`src/rtl/lbr_pkg.sv`:
```
package lbr_pkg;

   localparam int unsigned NUM_WINDOWS = 2;

   typedef logic [NUM_WINDOWS-1:0] seal_vec_t;

   function automatic bit is_pow2(input int unsigned v);
      return (v != 0) && ((v & (v - 1)) == 0);
   endfunction

endpackage

```
`src/rtl/lbr_seal_regs.sv`:
```
module lbr_seal_regs
   import lbr_pkg::*;
(
   input  logic      clk,
   input  logic      hard_rst_n,
   input  logic      cfg_wr,
   input  seal_vec_t cfg_bits,
   output seal_vec_t seal_q
);

   seal_vec_t set_req;

   assign set_req = cfg_wr ? cfg_bits : '0;

   for (genvar w = 0; w < NUM_WINDOWS; w++) begin : g_seal
      always_ff @(posedge clk or negedge hard_rst_n) begin
         if (!hard_rst_n)
            seal_q[w] <= 1'b0;
         else if (set_req[w])
            seal_q[w] <= 1'b1;
      end

      assert_seal_sticky_R6 : assert property (@(posedge clk) disable iff (!hard_rst_n)
         seal_q[w] |=> seal_q[w]);

      assert_seal_takes_R6 : assert property (@(posedge clk) disable iff (!hard_rst_n)
         (cfg_wr && cfg_bits[w]) |=> seal_q[w]);
   end

endmodule

```
`src/rtl/lbr_window_decode.sv`:
```
module lbr_window_decode
   import lbr_pkg::*;
#(
   parameter int unsigned ADDR_W       = 7,
   parameter int unsigned WINDOW_BYTES = 8,
   parameter logic [NUM_WINDOWS-1:0][ADDR_W-1:0] BASES = '0
) (
   input  logic [ADDR_W-1:0] addr,
   input  seal_vec_t         seal,
   output seal_vec_t         hit,
   output logic              blocked
);

   localparam int unsigned         OFS_W    = $clog2(WINDOW_BYTES);
   localparam logic [ADDR_W-1:0]   TAG_MASK = ~ADDR_W'((1 << OFS_W) - 1);

   for (genvar w = 0; w < NUM_WINDOWS; w++) begin : g_win
      localparam logic [ADDR_W-1:0] TAG = BASES[w] & TAG_MASK;
      assign hit[w] = ((addr & TAG_MASK) == TAG);
   end

   assign blocked = |(hit & seal);

   always_comb begin
      assert_hits_disjoint_R9 : assert ($onehot0(hit));
   end

endmodule

```
`src/rtl/lbr_storage.sv`:
```
module lbr_storage #(
   parameter int unsigned ADDR_W = 7,
   parameter int unsigned DATA_W = 8,
   parameter logic [DATA_W-1:0] FILL = '1
) (
   input  logic              clk,
   input  logic              hard_rst_n,
   input  logic              backup_rst_n,
   input  logic [ADDR_W-1:0] addr,
   input  logic [DATA_W-1:0] wdata,
   input  logic              wr_en,
   input  logic              rd_en,
   input  logic              blocked,
   output logic [DATA_W-1:0] rdata
);

   localparam int unsigned DEPTH = 1 << ADDR_W;

   logic [DATA_W-1:0] mem [DEPTH];
   logic [DATA_W-1:0] cur_word;
   logic              wr_ok;

   assign cur_word = mem[addr];
   assign wr_ok    = wr_en && !blocked;

   always_ff @(posedge clk or negedge backup_rst_n) begin
      if (!backup_rst_n) begin
         for (int i = 0; i < DEPTH; i++)
            mem[i] <= '0;
      end else if (wr_ok) begin
         mem[addr] <= wdata;
      end
   end

   always_ff @(posedge clk or negedge hard_rst_n) begin
      if (!hard_rst_n)
         rdata <= '0;
      else if (rd_en)
         rdata <= blocked ? FILL : cur_word;
   end

   // checker state: remembers a dropped write so the next edge can compare
   logic              chk_rst_n;
   logic              chk_armed;
   logic [ADDR_W-1:0] chk_addr;
   logic [DATA_W-1:0] chk_word;

   assign chk_rst_n = hard_rst_n & backup_rst_n;

   always_ff @(posedge clk or negedge chk_rst_n) begin
      if (!chk_rst_n) begin
         chk_armed <= 1'b0;
         chk_addr  <= '0;
         chk_word  <= '0;
      end else begin
         chk_armed <= wr_en && blocked;
         chk_addr  <= addr;
         chk_word  <= cur_word;
      end
   end

   assert_sealed_write_dropped_R4 : assert property (@(posedge clk)
      disable iff (!hard_rst_n || !backup_rst_n)
      chk_armed |-> (mem[chk_addr] == chk_word));

   assert_sealed_read_fill_R5 : assert property (@(posedge clk) disable iff (!hard_rst_n)
      (rd_en && blocked) |=> (rdata == FILL));

   assert_rdata_hold_R2 : assert property (@(posedge clk) disable iff (!hard_rst_n)
      !rd_en |=> $stable(rdata));

endmodule

```
`src/rtl/lockable_backup_ram.sv`:
```
module lockable_backup_ram
   import lbr_pkg::*;
#(
   parameter int unsigned ADDR_W       = 7,
   parameter int unsigned DATA_W       = 8,
   parameter int unsigned WINDOW_BYTES = 8,
   parameter int unsigned WINDOW0_BASE = 56,
   parameter int unsigned WINDOW1_BASE = 120,
   parameter logic [DATA_W-1:0] FILL   = '1
) (
   input  logic                   clk,
   input  logic                   hard_rst_n,
   input  logic                   backup_rst_n,
   input  logic [ADDR_W-1:0]      acc_addr,
   input  logic [DATA_W-1:0]      wr_data,
   input  logic                   wr_en,
   input  logic                   rd_en,
   output logic [DATA_W-1:0]      rd_data,
   input  logic                   cfg_lock_wr,
   input  logic [NUM_WINDOWS-1:0] cfg_lock_data,
   output logic [NUM_WINDOWS-1:0] lock_status
);

   localparam int unsigned DEPTH = 1 << ADDR_W;
   localparam logic [NUM_WINDOWS-1:0][ADDR_W-1:0] BASES =
      {ADDR_W'(WINDOW1_BASE), ADDR_W'(WINDOW0_BASE)};

   if (!is_pow2(WINDOW_BYTES) || WINDOW_BYTES > DEPTH) begin : g_bad_size
      $error("window size must be a power of two no larger than the array");
   end
   if ((WINDOW0_BASE % WINDOW_BYTES) != 0 || (WINDOW1_BASE % WINDOW_BYTES) != 0) begin : g_bad_align
      $error("window bases must be aligned to the window size");
   end
   if (WINDOW0_BASE >= DEPTH || WINDOW1_BASE >= DEPTH) begin : g_bad_range
      $error("window bases must lie inside the array");
   end
   if (WINDOW0_BASE == WINDOW1_BASE) begin : g_bad_overlap
      $error("windows must not overlap");
   end

   seal_vec_t seal_q;
   seal_vec_t win_hit;
   logic      acc_blocked;

   lbr_seal_regs i_seal (
      .clk        (clk),
      .hard_rst_n (hard_rst_n),
      .cfg_wr     (cfg_lock_wr),
      .cfg_bits   (cfg_lock_data),
      .seal_q     (seal_q)
   );

   lbr_window_decode #(
      .ADDR_W       (ADDR_W),
      .WINDOW_BYTES (WINDOW_BYTES),
      .BASES        (BASES)
   ) i_decode (
      .addr    (acc_addr),
      .seal    (seal_q),
      .hit     (win_hit),
      .blocked (acc_blocked)
   );

   lbr_storage #(
      .ADDR_W (ADDR_W),
      .DATA_W (DATA_W),
      .FILL   (FILL)
   ) i_store (
      .clk          (clk),
      .hard_rst_n   (hard_rst_n),
      .backup_rst_n (backup_rst_n),
      .addr         (acc_addr),
      .wdata        (wr_data),
      .wr_en        (wr_en),
      .rd_en        (rd_en),
      .blocked      (acc_blocked),
      .rdata        (rd_data)
   );

   assign lock_status = seal_q;

endmodule

```
`config.mk`:
```
export PLATFORM = sky130hd
export DESIGN_NAME = lockable_backup_ram
export DESIGN_NICKNAME = d
export VERILOG_FILES = /design/src/rtl/lbr_pkg.sv /design/src/rtl/lbr_seal_regs.sv /design/src/rtl/lbr_window_decode.sv /design/src/rtl/lbr_storage.sv /design/src/rtl/lockable_backup_ram.sv
export SDC_FILE = /design/constraint.sdc
export NUM_CORES = 1
export LEC_CHECK = 0
export ABC_AREA = 0
export BUFFER_PORTS_ARGS = -buffer_cell sky130_fd_sc_hd__buf_2
export CAP_MARGIN = 10
export CORE_UTILIZATION = 45
export CTS_BUF_LIST = sky130_fd_sc_hd__clkbuf_16
export CTS_CLUSTER_DIAMETER = 30
export DETAILED_ROUTE_END_ITERATION = 10
export SLEW_MARGIN = 20
export SYNTH_ARGS = -nofsm -noshare
export SYNTH_HDL_FRONTEND = slang
export SYNTH_HIERARCHICAL = 1
export SYNTH_SLANG_ARGS = --single-unit
```
`constraint.sdc`:
```
create_clock -name clk -period 2.15 [get_ports clk]
set_clock_uncertainty 0.15 [all_clocks]
set_input_delay 0.43 -clock clk [delete_from_list [all_inputs] [get_ports clk]]
set_output_delay 0.43 -clock clk [all_outputs]
set_load 0.05 [all_outputs]
```
=== After elaboration in Yosys (flattened, before gate mapping) ===
Index checks and enable logic that the tools add are counted.

* Register bits after elaboration: 1,034
* Input port bits: 23
* Word-level logic and storage cells: 149

* $lt $le $gt $ge: 2
* Equal/unequal tests: 2
* Mux-type cells: 8
* Bitwise logic cells: 2
* Reduce and logical (&&, ||, !) cells: 4

{| class="wikitable"
|+ Operator list
! cell !! count
|-
| 1024-bit bitwise mux || 1
|-
| 8-bit binary-select mux with 7-bit select || 1
|-
| 8-bit demux with 7-bit select || 1
|-
| 8-bit two-way mux || 4
|-
| 8-bit greater-or-equal comparator (second input constant) || 1
|-
| 8-bit by 1-bit less-than comparator with 1-bit output (second input constant) || 1
|-
| 7-bit NOT with 8-bit output || 1
|-
| 4-bit by 3-bit == test with 1-bit output (second input constant) || 1
|-
| 4-bit == test (second input constant) || 1
|-
| 2-bit bitwise AND || 1
|-
| 1-bit logical AND || 2
|-
| 2-bit two-way mux || 1
|-
| 2-bit OR reduction || 1
|-
| 1-bit logical NOT || 1
|}

=== Logic depth before layout (Yosys ltp) ===
* Depth after elaboration: 6
* Depth in mapped cells: 11
* Mapped depth without buffers: 8

=== Hierarchy ===
The synthesis kept the hierarchy.

{| class="wikitable"
|+ By module, submodules not included
! module !! times used !! cells an instance !! area an instance (um2)
|-
| lbr_storage || 1 || 3,331 || 47,718.3
|-
| lbr_seal_regs || 1 || 4 || 65.1
|-
| lbr_window_decode || 1 || 6 || 30.0
|}

=== Least setup slack after synthesis ===
Ideal clock, no wire load.

* Kind: reg-to-reg
* Start point: register i_seal.seal_q[1]
* End point: register i_store/mem[512] (netlist name)
* Library setup time: 125 ps
* Data arrival time: 2,400 ps
* Data required time: 1,875 ps
* Slack: -524 ps
* Stages on the path, launching flop included: 9
* Path buffers: 2
* Cells stage by stage: dfrtp_1 mux2i_1 nor2_1 nor2b_1 buf_1 nand3_2 buf_6 nor2_2 mux2_2

* Longest elaborated chain between the ends: 4

{| class="wikitable"
|+ RTL lines
! what !! line !! text
|-
| start: declaration || lbr_seal_regs.sv:8 || <nowiki>output seal_vec_t seal_q</nowiki>
|-
| start signal: indexed assignment || lbr_seal_regs.sv:18 || <nowiki>seal_q[w] <= 1'b0;</nowiki>
|-
| start signal: indexed assignment || lbr_seal_regs.sv:20 || <nowiki>seal_q[w] <= 1'b1;</nowiki>
|-
| 2-bit bitwise AND || lbr_window_decode.sv:22 || <nowiki>assign blocked = |(hit & seal);</nowiki>
|-
| 2-bit OR reduction || lbr_window_decode.sv:22 ||
|-
| net acc_blocked || lockable_backup_ram.sv:43 || <nowiki>logic acc_blocked;</nowiki>
|-
| 1-bit logical NOT || lbr_storage.sv:24 || <nowiki>assign wr_ok = wr_en && !blocked;</nowiki>
|-
| 1-bit logical AND || lbr_storage.sv:24 ||
|-
| end signal: indexed assignment || lbr_storage.sv:31 || <nowiki>mem[addr] <= wdata;</nowiki>
|-
| end: declaration || lbr_storage.sv:19 || <nowiki>logic [DATA_W-1:0] mem [DEPTH];</nowiki>
|}

The timed path passes the listed nets, and every way through them passes these cells.
A chain may end at the register's enable or synchronous reset.

=== Worst setup path after layout ===
* Start point: register i_seal.seal_q[0]
* End point: register i_store.rdata[4]

* Longest elaborated chain between the ends: 3

{| class="wikitable"
|+ RTL lines
! what !! line !! text
|-
| 2-bit bitwise AND || lbr_window_decode.sv:22 ||
|-
| 2-bit OR reduction || lbr_window_decode.sv:22 ||
|-
| net acc_blocked || lockable_backup_ram.sv:43 ||
|-
| 8-bit two-way mux || lbr_storage.sv:39 || <nowiki>rdata <= blocked ? FILL : cur_word;</nowiki>
|-
| end signal: assignment || lbr_storage.sv:39 ||
|-
| end: declaration || lbr_storage.sv:14 || <nowiki>output logic [DATA_W-1:0] rdata</nowiki>
|}

The timed path passes the listed nets, and every way through them passes these cells.

==> reports/summary.txt <==
status = finished, violations left
failing checks = setup timing
First-pass DRT Iterations = 6
VDD IR max = 807.0 µV
max-slew violation count = 0
share of cells above drive strength 1 = 56.74%
CP startpoint = i_seal/seal_q[0]
final hold slack = 0.05310 ns
I/O Buffers = 32
Routed WL = 159.6 mm
die width = 327.9 µm
Worst-Margin Slew = 0.9777 ns
Critical Path End Type = flop
DRC errors left = 0
hold worst-path end = i_store/mem[1020]
Antenna Nets Post-Route = 0
critical path class = reg2reg
Power Dens Cells = 954.2 nW/µm²
via/cell ratio = 6.071
vias in the first global route = 35,780
MaxCap Viol Count = 0
gr usage total = 30.14%
vias = 33,300
syn avg cell area = 14.32 µm²
Worst R2R Path Depth = 9
post-DP HPWL = 108.6 mm
Die H = 327.9 µm
r2r setup slk = -0.41 ns
Nets = 3,926
Slew Limit Headroom = 34.58%
startpoint class of the critical path = flop
RR Startpoint = i_seal/seal_q[0]
Total Power = 61.07 mW
CTS tree = built
Num CTS Buffers = 219
num ports = 33
Reg clk slew, reported paths = 0.05 ns
Hold Fails Final Rpt = 0
Setup violations, final = 1,031
GRT overflow = 0
hold_sp = wr_data[4]
WL per Instance = 29.09 µm
final period utilization = 118.9%
Max Freq = 391.2 MHz
# fillers = 7,794
worst path arrival time = 3.07 ns
r2r endpoint = i_store/rdata[4]
leak pwr = 29.93 nW
# rows = 119
global-route wire length before repair = 240.5 mm
routability cong. = 0.9274
starting density of the core = 45.41%
final core utilization = 60.80%
initial antenna violation count = 5
Layout area overhead = 33.88%
pin count of the biggest net entering global routing = 79
CP max FO = 5
worst endpoint required time = 2.66 ns
unrepaired setup endpoints after global routing = true
Cells after Synth = 3,338
class of the worst hold path = in2reg
Sink Count = 1,034
Yosys warnings = 6
slack of the critical path = -0.4063 ns
multi-input combinational cell area = 22,480 µm²
root buffer cell = clkbuf_16
clock latency on the worst-skew pair = 0.80 ns
Post-Syn Area = 47,800 µm²
Iter 0 DRT Violations = 2,699
DIE AREA = 107,500 µm²
Clock Tree Buf Depth = 3
H-tree Lvls = 4
Sequential cell area = 25,880 µm²
Core Region = 105,300 µm²
Final min period = 2.556 ns
syn_nets = 3,361
Hold Path Depth = 2
==> sequential cells by signal, summed over array words and instances (netlist names) <==
register / flops
i_seal/seal_q: 2
i_store/mem: 1024
i_store/rdata: 8
==> layout by cell type (no fill, tap or decap), types with 40 or more instances in the layout <==
cell / n
nand2_1: 88
mux2i_1: 55
clkbuf_16: 223
buf_4: 397
a22oi_1: 41
clkinv_2: 40
nor2_4: 68
mux2_4: 199
buf_12: 148
mux2_2: 856
dfrtp_1: 1032
nor2_1: 65
a221oi_1: 136
mux4_2: 119
clkinv_1: 40
==> stage by stage <==
step / worst slack [ns] / instances / TNS, ns / area (µm²)
floorplan: -0.1312 / 3338 / -30.90 / 48660
global placement: -1.196 / 5035 / -845.04 / 54880
detailed placement: -1.129 / 5035 / -835.03 / 54880
CTS: -0.3641 / 5474 / -139.70 / 63650
global route: -0.4326 / 5486 / -199.06 / 64000
finish: -0.4063 / 5486 / -150.35 / 64000
==> worst max-delay path by stage <==
| stage | end | slack [ns] | cells past startpoint |
|---|---|---|---|
| after CTS | i_store/rdata[4] | -0.36 | 9 |
| after global placement | i_store/rdata[0] | -1.20 | 8 |
| after detailed placement | i_store/rdata[0] | -1.13 | 8 |
| final | i_store/rdata[4] | -0.41 | 9 |
| after global routing | i_store/rdata[7] | -0.43 | 9 |
| after floorplan | i_store/rdata[3] | -0.13 | 7 |
==> worst max-delay path, stage by stage (launching register included) <==
cell      delay (ns)
dfrtp_2         0.42
mux2i_4         0.16
nor2_4          0.11
nand3b_1        0.33
a221oi_2        0.31
o211ai_1        0.23
a32o_2          0.31
a211oi_2        0.15
buf_4           0.17
o22ai_1         0.06
==> per-layer routing <==
metal	wire (µm)	share of wire, %	GRT usage [%]	vias to the layer above
met5	27	0.017	0	-
met4	5941	3.7	11.76	4
met3	10880	6.8	6.069	347
met2	73760	46	46.59	1218
met1	68970	43	41.80	17900
li1	-	-	-	13840
==> where the power goes <==
group	total (mW)	switching [mW]	internal [mW]	leakage, nW
sequential	22.0	0.930	21.1	14.1
clock	32.9	11.3	21.6	3.62
combinational	6.13	3.16	2.98	12.3
==> layout make-up <==
class	instances	share of cell area (%)
inverters	6	0.03519
clock inverters	189	2.761
diodes	1	0.003910
well taps	1391	2.719
clock buffers	223	8.719
multi-input cells	2036	35.12
flip-flops and latches	1034	40.43
repair buffers	606	10.21
==> repair_timing <==
action,in CTS,in global routing
setup endpoints to repair,1039,1041
resized for setup,246,28
pin swaps,35,21
buffers inserted,18,12
hold buffers,10,0
hold endpoints to repair,619,0
(Power assumes the default switching activity.)
